File: src/rtl/rstc_pkg.sv
package rstc_pkg;

  // Operating mode as seen by the source qualification logic.
  typedef enum logic {
    RUN_MODE  = 1'b0,
    STOP_MODE = 1'b1
  } op_mode_e;

  // Qualified reset requests, one bit per source.
  typedef struct packed {
    logic wdt;
    logic ext;
    logic ocd;
    logic dpin;
  } rst_req_t;

  // Index of each filtered pin in the filter array.
  localparam int unsigned PIN_EXT  = 0;
  localparam int unsigned PIN_DBG  = 1;
  localparam int unsigned NUM_PINS = 2;

endpackage

File: src/rtl/rstc_rst_sync.sv
module rstc_rst_sync #(
  parameter int unsigned STAGES = 2
) (
  input  logic clk,
  input  logic arst_n,
  output logic srst_n
);

  logic [STAGES-1:0] sync_q;
  logic [STAGES-1:0] sync_d;

  always_comb begin
    sync_d = {sync_q[STAGES-2:0], 1'b1};
  end

  always_ff @(posedge clk or negedge arst_n) begin
    if (!arst_n) begin
      sync_q <= '0;
    end else begin
      sync_q <= sync_d;
    end
  end

  assign srst_n = sync_q[STAGES-1];

endmodule

File: src/rtl/rstc_pin_filter.sv
module rstc_pin_filter #(
  parameter int unsigned SYNC_STAGES = 2,
  parameter int unsigned MIN_WIDTH   = 3
) (
  input  logic clk,
  input  logic rst_n,
  input  logic pin_n,
  output logic valid
);

  localparam int unsigned CW = $clog2(MIN_WIDTH + 1);

  logic [SYNC_STAGES-1:0] sync_q;
  logic [SYNC_STAGES-1:0] sync_d;
  logic [CW-1:0]          cnt_q;
  logic [CW-1:0]          cnt_d;
  logic                   asserted;

  assign asserted = sync_q[SYNC_STAGES-1];

  always_comb begin
    sync_d = {sync_q[SYNC_STAGES-2:0], ~pin_n};
    if (!asserted) begin
      cnt_d = '0;
    end else if (cnt_q != CW'(MIN_WIDTH)) begin
      cnt_d = cnt_q + CW'(1);
    end else begin
      cnt_d = cnt_q;
    end
  end

  always_ff @(posedge clk or negedge rst_n) begin
    if (!rst_n) begin
      sync_q <= '0;
      cnt_q  <= '0;
    end else begin
      sync_q <= sync_d;
      cnt_q  <= cnt_d;
    end
  end

  assign valid = (cnt_q == CW'(MIN_WIDTH));

  // a request only appears after a full run of asserted samples
  a_r5_width_reached: assert property (@(posedge clk) disable iff (!rst_n)
    $rose(valid) |-> ($past(cnt_q) == CW'(MIN_WIDTH - 1)) && $past(asserted));

  // a released pin withdraws the request on the next edge
  a_r5_drop_on_release: assert property (@(posedge clk) disable iff (!rst_n)
    !asserted |=> !valid);

endmodule

File: src/rtl/rstc_por_timer.sv
module rstc_por_timer #(
  parameter int unsigned INT_CYC  = 64,
  parameter int unsigned XTAL_CYC = 4096
) (
  input  logic clk,
  input  logic rst_n,
  input  logic xtal_sel,
  output logic done,
  output logic done_set
);

  localparam int unsigned MAXC = (XTAL_CYC > INT_CYC) ? XTAL_CYC : INT_CYC;
  localparam int unsigned CW   = $clog2(MAXC + 1);

  logic [CW-1:0] cnt_q;
  logic [CW-1:0] cnt_d;
  logic [CW-1:0] limit;
  logic          done_q;
  logic          done_d;
  logic          term;

  always_comb begin
    limit    = xtal_sel ? CW'(XTAL_CYC) : CW'(INT_CYC);
    term     = (cnt_q >= limit);
    cnt_d    = (!done_q && !term) ? cnt_q + CW'(1) : cnt_q;
    done_d   = done_q | term;
    done_set = term & ~done_q;
  end

  always_ff @(posedge clk or negedge rst_n) begin
    if (!rst_n) begin
      cnt_q  <= '0;
      done_q <= 1'b0;
    end else begin
      cnt_q  <= cnt_d;
      done_q <= done_d;
    end
  end

  assign done = done_q;

  // once released, the power-on stage never re-enters reset without supply loss
  a_r2_done_sticky: assert property (@(posedge clk) disable iff (!rst_n)
    done_q |=> done_q);

  // release only after the selected count has been reached
  a_r3_limit_reached: assert property (@(posedge clk) disable iff (!rst_n)
    $rose(done_q) |-> ($past(cnt_q) >= $past(limit)));

endmodule

File: src/rtl/rstc_hold_ctrl.sv
module rstc_hold_ctrl
  import rstc_pkg::*;
#(
  parameter int unsigned STRETCH_CYC = 16
) (
  input  logic clk,
  input  logic rst_n,
  input  logic arm,
  input  logic mode_stop,
  input  logic wdt_timeout,
  input  logic wdt_rst_en,
  input  logic ext_valid,
  input  logic dpin_valid,
  input  logic ctl_bit,
  output logic hold,
  output logic spare_dbg,
  output logic req_wdt,
  output logic req_ext,
  output logic req_ocd
);

  localparam int unsigned CW = $clog2(STRETCH_CYC + 1);

  op_mode_e      mode;
  rst_req_t      req;
  logic          any_req;
  logic          non_ocd;
  logic [CW-1:0] cnt_q;
  logic [CW-1:0] cnt_d;
  logic          hold_q;
  logic          hold_d;
  logic          spare_q;
  logic          spare_d;

  assign mode = op_mode_e'(mode_stop);

  // Source qualification by operating mode
  always_comb begin
    req.wdt  = arm && (mode == RUN_MODE) && wdt_timeout && wdt_rst_en;
    req.ext  = arm && ext_valid;
    req.ocd  = arm && (mode == RUN_MODE) && ctl_bit;
    req.dpin = arm && (mode == STOP_MODE) && dpin_valid;
    any_req  = |req;
    non_ocd  = req.wdt | req.ext | req.dpin;
  end

  // Stretch counter and debug-spare tracking
  always_comb begin
    if (any_req) begin
      cnt_d = CW'(STRETCH_CYC);
    end else if (cnt_q != '0) begin
      cnt_d = cnt_q - CW'(1);
    end else begin
      cnt_d = cnt_q;
    end
    hold_d = any_req | (cnt_q > CW'(1));
    if (any_req) begin
      spare_d = (hold_q ? spare_q : 1'b1) & ~non_ocd;
    end else begin
      spare_d = spare_q;
    end
  end

  always_ff @(posedge clk or negedge rst_n) begin
    if (!rst_n) begin
      cnt_q   <= '0;
      hold_q  <= 1'b0;
      spare_q <= 1'b0;
    end else begin
      cnt_q   <= cnt_d;
      hold_q  <= hold_d;
      spare_q <= spare_d;
    end
  end

  assign hold      = hold_q;
  assign spare_dbg = spare_q;
  assign req_wdt   = req.wdt;
  assign req_ext   = req.ext;
  assign req_ocd   = req.ocd;

  // an accepted request holds the core on the next edge
  a_r6_req_holds: assert property (@(posedge clk) disable iff (!rst_n)
    any_req |=> hold_q);

  // release never happens on an edge that still saw a request
  a_r6_no_early_release: assert property (@(posedge clk) disable iff (!rst_n)
    $fell(hold_q) |-> !$past(any_req));

  // in stop mode only the pins can start a reset
  a_r7_stop_ignores_wdt: assert property (@(posedge clk) disable iff (!rst_n)
    (mode_stop && !ext_valid && !dpin_valid && !hold_q) |=> !hold_q);

  // in run mode the debug pin cannot start a reset
  a_r9_run_ignores_dpin: assert property (@(posedge clk) disable iff (!rst_n)
    (!mode_stop && !ext_valid && !wdt_timeout && !ctl_bit && !hold_q) |=> !hold_q);

endmodule

File: src/rtl/rst_seq_ctrl.sv
module rst_seq_ctrl
  import rstc_pkg::*;
#(
  parameter int unsigned INT_CYC       = 64,
  parameter int unsigned XTAL_CYC      = 4096,
  parameter int unsigned STRETCH_CYC   = 16,
  parameter int unsigned PIN_MIN_WIDTH = 3,
  parameter int unsigned SYNC_STAGES   = 2
) (
  input  logic clk,
  input  logic supply_ok,
  input  logic xtal_sel,
  input  logic mode_stop,
  input  logic wdt_timeout,
  input  logic wdt_rst_en,
  input  logic ext_rst_n,
  input  logic dbg_pin_n,
  input  logic dbg_ctl_wr,
  input  logic clr_por_flag,
  input  logic clr_wdt_flag,
  input  logic clr_ext_flag,
  output logic core_rst_n,
  output logic dbg_rst_n,
  output logic por_flag,
  output logic wdt_flag,
  output logic ext_flag,
  output logic dbg_ctl_bit
);

  logic                rst_n;
  logic [NUM_PINS-1:0] pins_n;
  logic [NUM_PINS-1:0] pin_valid;
  logic                por_done;
  logic                por_set;
  logic                hold;
  logic                spare_dbg;
  logic                req_wdt;
  logic                req_ext;
  logic                req_ocd;

  logic ctl_q, ctl_d;
  logic por_flag_q, por_flag_d;
  logic wdt_flag_q, wdt_flag_d;
  logic ext_flag_q, ext_flag_d;

  // Supply-good is asserted asynchronously and released synchronously
  rstc_rst_sync #(
    .STAGES (SYNC_STAGES)
  ) u_rst_sync (
    .clk    (clk),
    .arst_n (supply_ok),
    .srst_n (rst_n)
  );

  assign pins_n[PIN_EXT] = ext_rst_n;
  assign pins_n[PIN_DBG] = dbg_pin_n;

  for (genvar gi = 0; gi < NUM_PINS; gi++) begin : g_pin
    rstc_pin_filter #(
      .SYNC_STAGES (SYNC_STAGES),
      .MIN_WIDTH   (PIN_MIN_WIDTH)
    ) u_filt (
      .clk   (clk),
      .rst_n (rst_n),
      .pin_n (pins_n[gi]),
      .valid (pin_valid[gi])
    );
  end

  rstc_por_timer #(
    .INT_CYC  (INT_CYC),
    .XTAL_CYC (XTAL_CYC)
  ) u_por (
    .clk      (clk),
    .rst_n    (rst_n),
    .xtal_sel (xtal_sel),
    .done     (por_done),
    .done_set (por_set)
  );

  rstc_hold_ctrl #(
    .STRETCH_CYC (STRETCH_CYC)
  ) u_hold (
    .clk         (clk),
    .rst_n       (rst_n),
    .arm         (por_done),
    .mode_stop   (mode_stop),
    .wdt_timeout (wdt_timeout),
    .wdt_rst_en  (wdt_rst_en),
    .ext_valid   (pin_valid[PIN_EXT]),
    .dpin_valid  (pin_valid[PIN_DBG]),
    .ctl_bit     (ctl_q),
    .hold        (hold),
    .spare_dbg   (spare_dbg),
    .req_wdt     (req_wdt),
    .req_ext     (req_ext),
    .req_ocd     (req_ocd)
  );

  // Debugger control bit and status flags: set has priority over clear
  always_comb begin
    if (dbg_ctl_wr) begin
      ctl_d = 1'b1;
    end else if (req_ocd) begin
      ctl_d = 1'b0;
    end else begin
      ctl_d = ctl_q;
    end
    por_flag_d = por_set | (por_flag_q & ~clr_por_flag);
    wdt_flag_d = req_wdt | (wdt_flag_q & ~clr_wdt_flag);
    ext_flag_d = req_ext | (ext_flag_q & ~clr_ext_flag);
  end

  always_ff @(posedge clk or negedge rst_n) begin
    if (!rst_n) begin
      ctl_q      <= 1'b0;
      por_flag_q <= 1'b0;
      wdt_flag_q <= 1'b0;
      ext_flag_q <= 1'b0;
    end else begin
      ctl_q      <= ctl_d;
      por_flag_q <= por_flag_d;
      wdt_flag_q <= wdt_flag_d;
      ext_flag_q <= ext_flag_d;
    end
  end

  assign core_rst_n  = por_done & ~hold;
  assign dbg_rst_n   = por_done & ~(hold & ~spare_dbg);
  assign por_flag    = por_flag_q;
  assign wdt_flag    = wdt_flag_q;
  assign ext_flag    = ext_flag_q;
  assign dbg_ctl_bit = ctl_q;

  // the power-on flag is set on the release edge
  a_r4_por_flag_on_release: assert property (@(posedge clk) disable iff (!rst_n)
    $rose(por_done) |-> por_flag_q);

  // in run mode a pending debugger bit is consumed on the next edge
  a_r8_ctl_self_clears: assert property (@(posedge clk) disable iff (!rst_n)
    (ctl_q && !mode_stop && por_done && !dbg_ctl_wr) |=> !ctl_q);

  // a reset started by the debugger bit leaves the debug logic running
  a_r8_ocd_spares_dbg: assert property (@(posedge clk) disable iff (!rst_n)
    (req_ocd && !hold && !req_wdt && !req_ext && !mode_stop) |=> dbg_rst_n);

  // a source seen on an edge sets its flag even with a clear
  a_r11_set_wins: assert property (@(posedge clk) disable iff (!rst_n)
    (req_wdt || req_ext) |=> (wdt_flag_q || ext_flag_q));

endmodule

File: config.mk
export PLATFORM = sky130hd
export DESIGN_NAME = rst_seq_ctrl
export DESIGN_NICKNAME = d
export VERILOG_FILES = /design/src/rtl/rstc_pkg.sv /design/src/rtl/rstc_rst_sync.sv /design/src/rtl/rstc_pin_filter.sv /design/src/rtl/rstc_por_timer.sv /design/src/rtl/rstc_hold_ctrl.sv /design/src/rtl/rst_seq_ctrl.sv
export SDC_FILE = /design/constraint.sdc
export NUM_CORES = 1
export LEC_CHECK = 0
export BUFFER_PORTS_ARGS = -buffer_cell sky130_fd_sc_hd__buf_2
export CAP_MARGIN = 20
export CORE_MARGIN = 4
export CORE_UTILIZATION = 40
export DETAILED_ROUTE_END_ITERATION = 10
export GPL_TIMING_DRIVEN = 0
export PLACE_DENSITY = 0.61
export SYNTH_ARGS = -nofsm -noshare
export SYNTH_HDL_FRONTEND = slang
export SYNTH_SLANG_ARGS = --single-unit
File: constraint.sdc
create_clock -name clk -period 1.4 [get_ports clk]
set_input_delay 0.21 -clock clk [delete_from_list [all_inputs] [get_ports clk]]
set_output_delay 0.21 -clock clk [all_outputs]
set_load 0.01 [all_outputs]
==> run_results.csv <==
group,metric,value,unit
floorplanning,die_x,73.3,um
floorplanning,die_height,73.3,um
setup_path,start_kind,"register",
synth,ys_warn_count,0,
synth,synth_top_family_by_area,"simple AND/OR/NAND/NOR gates",
clocking,htree_num_levels,2,
timing,relSlewSlack,61.3,%
clocking,cts.sinks,35,
synth,synthXorXnorAreaFrac,8.22,%
power,power.total,2760,uW
finish,nFillCells,350,
detailed_routing,wl_met2,1800,um
clocking,cts_tree,"yes",
floorplanning,core_area,0.00406,sq mm
finish,fin_nets,216,
synth,synthArstFlopShare,100,%
global_routing,grt_usage,14.4,%
synth,synthMuxAreaShare,2.50,%
run_status,violations,"negative setup slack",
flow_run,cap_violations,0,
detailed_routing,firstDrtPassIters,4,
detailed_routing,postRouteAntennaNets,0,
detailed_routing,drt_iter0_drc,23,
setup_path,reg2reg_slack,-0.59,ns
global_routing,grt-ovfl-total,0,
placed_design,numPortBuffers,17,
hold_path,worstHoldEndpoint,"g_pin[1].u_filt.sync_q[0]",
finish,seqCellArea,876,sq um
clocking,cts_buffer_depth,2,
finish,layout-drive-gt1-share,37.1,%
synth,synthSimpleGateAreaFrac,20.5,%
floorplanning,initial_core_util,42.0,%
setup_path,endpoint_kind,"register",
synth,postSynthAreaPerCell,11.5,sq um
detailed_routing,topRoutingLayerUsed,"met4",
synth,synth_edf_count,0,
floorplanning,rows,23,
timing,rsz0062_at_grt,"yes",
hold_path,hp-class,"input pin to register",
timing,worst_pin_slew,0.580,ns
floorplanning,dieArea,0.00537,sq mm
clocking,cts-buffers-inserted,5,
synth,synth_compound_area_share,6.46,%
setup_path,timing.rr.start,"u_por.cnt_q[10]",
timing,fmax,503,MHz
finish,diodes,0,
detailed_routing,drc_errors,0,
synth,ys_seq_area_share,51.4,%
timing,fin_crit,1.99,ns
setup_path,required,1.56,ns
timing,hold_violations,0,
setup_path,crit_arrival,2.15,ns
setup_path,r2r_end,"u_por.cnt_q[2]",
synth,synth_largest_area_cell,"dfrtp_1",
detailed_routing,wl_per_cell,14.1,um
synth,synth_area_leaders,"dfrtp_1 (51%), ha_1 (5.9%), xor2_1 (5.7%)",
setup_path,critPathMaxFanout,5,
detailed_routing,wl_met3,114,um
synth,ys_ff_latch,35,
global_routing,grt_start_max_net_pins,23,
hold_path,min_path_cells,2,
timing,tns,-8.12,ns
setup_path,critPathKind,"register to register",
detailed_routing,routed_wl,3500,um
timing,drv_slew,0,
detailed_routing,drt-met1-wl,1530,um
timing,setup_slack,-0.590,ns
power,ir_drop,0.840,mV
run_status,status,"finished with violations",
setup_path,rr_worst_depth,7,
clocking,clk_pin_slew,0.07,ns
synth,synth.top_cell.area_share,51.4,%
finish,multi_input_area,842,sq um
global_routing,grt_pass1_vias,1323,
synth,synth.distinct_cells,40,
detailed_routing,post_drt_via_cell_ratio,5.01,
placed_design,gp_congestion,0.763,
timing,fin_crit_sh,142,%
power,p_per_area,1220,mW/mm^2
detailed_routing,num_vias,1238,
synth,syn_inst,148,
global_routing,grt_pass1_wl,5890,um
hold_path,hp-start,"dbg_pin_n",
clocking,insertion_delay,0.29,ns
floorplanning,io-pin-count,18,
synth,netlist_area,0.00170,sq mm
timing,skew,0.00319,ns
synth,synth_adder_area_share,5.87,%
placed_design,post-dp-hpwl,2290,um
finish,syn_to_final_growth,32.6,%
timing,setup_violations,15,
synth,yosys_most_used_dff,"dfrtp_1",
global_routing,antenna_found_initial,0,
clocking,clockRootBuffer,"clkbuf_8",
power,cellLeakagePower,0.00105,uW
synth,synth.net_count,168,
-- cell usage in the layout, fill, tap and decap left out, drive strengths merged, types with 3 or more instances in the layout --
| cell | synthesis | routed |
|---|---|---|
| nor2 | 7 | 7 |
| xnor2 | 5 | 5 |
| o21ai | 3 | 3 |
| dfrtp | 35 | 35 |
| ha | 8 | 8 |
| clkbuf | 1 | 5 |
| nand3b | 3 | 3 |
| inv | 15 | 16 |
| nor2b | 3 | 3 |
| and2 | 5 | 5 |
| xor2 | 11 | 11 |
| nor4b | 3 | 3 |
| nor4 | 3 | 3 |
| nand2 | 8 | 8 |
| buf | 2 | 43 |
| nand3 | 4 | 4 |
| nor3 | 8 | 8 |
-- final cells by class --
class | instances | share of cell area [%]
Buffer | 2 | 1.16
Clock buffer | 5 | 3.05
Clock inverter | 3 | 1.05
Inverter | 15 | 2.49
Multi-Input combinational cell | 95 | 37.3
Sequential cell | 35 | 38.8
Tap cell | 50 | 2.77
Timing Repair Buffer | 42 | 13.5
-- worst max path at each step --
stage                                  to  depth (start not counted)             from  slack [ns]
final                      u_por.cnt_q[2]                          7  u_por.cnt_q[10]       -0.59
after global routing      u_por.cnt_q[12]                          5   u_por.cnt_q[9]       -0.66
after CTS                  u_por.cnt_q[1]                          4  u_por.cnt_q[10]       -0.61
after detailed placement   u_por.cnt_q[1]                          4  u_por.cnt_q[10]       -0.67
after global placement     u_por.cnt_q[1]                          4   u_por.cnt_q[9]       -0.64
after floorplan            u_por.cnt_q[1]                          4   u_por.cnt_q[9]       -0.55
-- logic make-up after synthesis --
family	after synthesis
and+or+nand+nor	53
adders and majority gates	8
xor gates and xnor gates	16
buffers and inverters	18
AOI/OAI and AO/OA	13
muxes	4
DFF	35
other	1
-- cells in the mapped netlist, drive strengths merged, types with 2 or more instances --
| master | count |
|---|---|
| nor4 | 3 |
| and2 | 5 |
| nand3b | 3 |
| nor2b | 3 |
| a21o | 2 |
| nand2 | 8 |
| mux2 | 2 |
| nor3 | 8 |
| inv | 15 |
| xor2 | 11 |
| xnor2 | 5 |
| buf | 2 |
| nor4b | 3 |
| o22ai | 2 |
| nand3 | 4 |
| ha | 8 |
| dfrtp | 35 |
| o21ai | 3 |
| mux2i | 2 |
| nor2 | 7 |
| nand4b | 2 |
-- where the power goes --
part	internal [uW]	switching [uW]	total (uW)
combinational	370	349	719
clock	355	396	751
sequential	1160	133	1290
total	1880	878	2760
-- per-layer routing --
metal  global-route usage [%]  vias up
met4                     4.10        0
li1                         -      605
met3                     4.24        7
met1                     17.9      606
met5                        0        -
met2                     24.3       20
-- timing repair --
| item | in CTS | in global routing |
|---|---|---|
| endpoints found under the hold margin | 2 | 0 |
| pin swaps | 7 | 6 |
| endpoints found under the setup margin | 23 | 20 |
| resized for setup | 14 | 4 |
| hold buffers | 1 | 0 |
| buffers inserted | 16 | 5 |
| cloned | 2 | 0 |
-- per-stage QoR --
| step | util [%] | hold WS [ns] | cell area (sq um) | setup slack (ns) | std cells |
|---|---|---|---|---|---|
| 6_report | 55.7 | 0.0504 | 2260 | -0.590 | 247 |
| 5_1_grt | 55.7 | 0.0429 | 2260 | -0.663 | 247 |
| 4_1_cts | 54.8 | 0.0423 | 2220 | -0.610 | 243 |
| 3_5_place_dp | 47.7 | -0.00174 | 1940 | -0.665 | 216 |
| 3_3_place_gp | 47.0 | -0.00474 | 1910 | -0.640 | 215 |
| 2_1_floorplan | - | -0.0856 | 1760 | -0.547 | 148 |
-- worst max-delay path, cell delays in order, from the launching register on --
cell and delay (ns):
dfrtp_1 0.39, or4_4 0.54, buf_4 0.16, o41ai_4 0.23
buf_4 0.20, buf_8 0.14, nor4b_1 0.06, xor2_1 0.15
-- registers in the layout (all words and copies together), names as in the netlist --
signal	flops
u_hold.hold	1
por_flag	1
g_pin.u_filt.sync_q	4
u_por.done	1
g_pin.u_filt.cnt_q	4
ext_flag	1
u_rst_sync.sync_q	2
u_hold.spare_dbg	1
wdt_flag	1
u_por.cnt_q	13
u_hold.cnt_q	5
dbg_ctl_bit	1
Note: power is estimated with default switching activity, not from simulation.
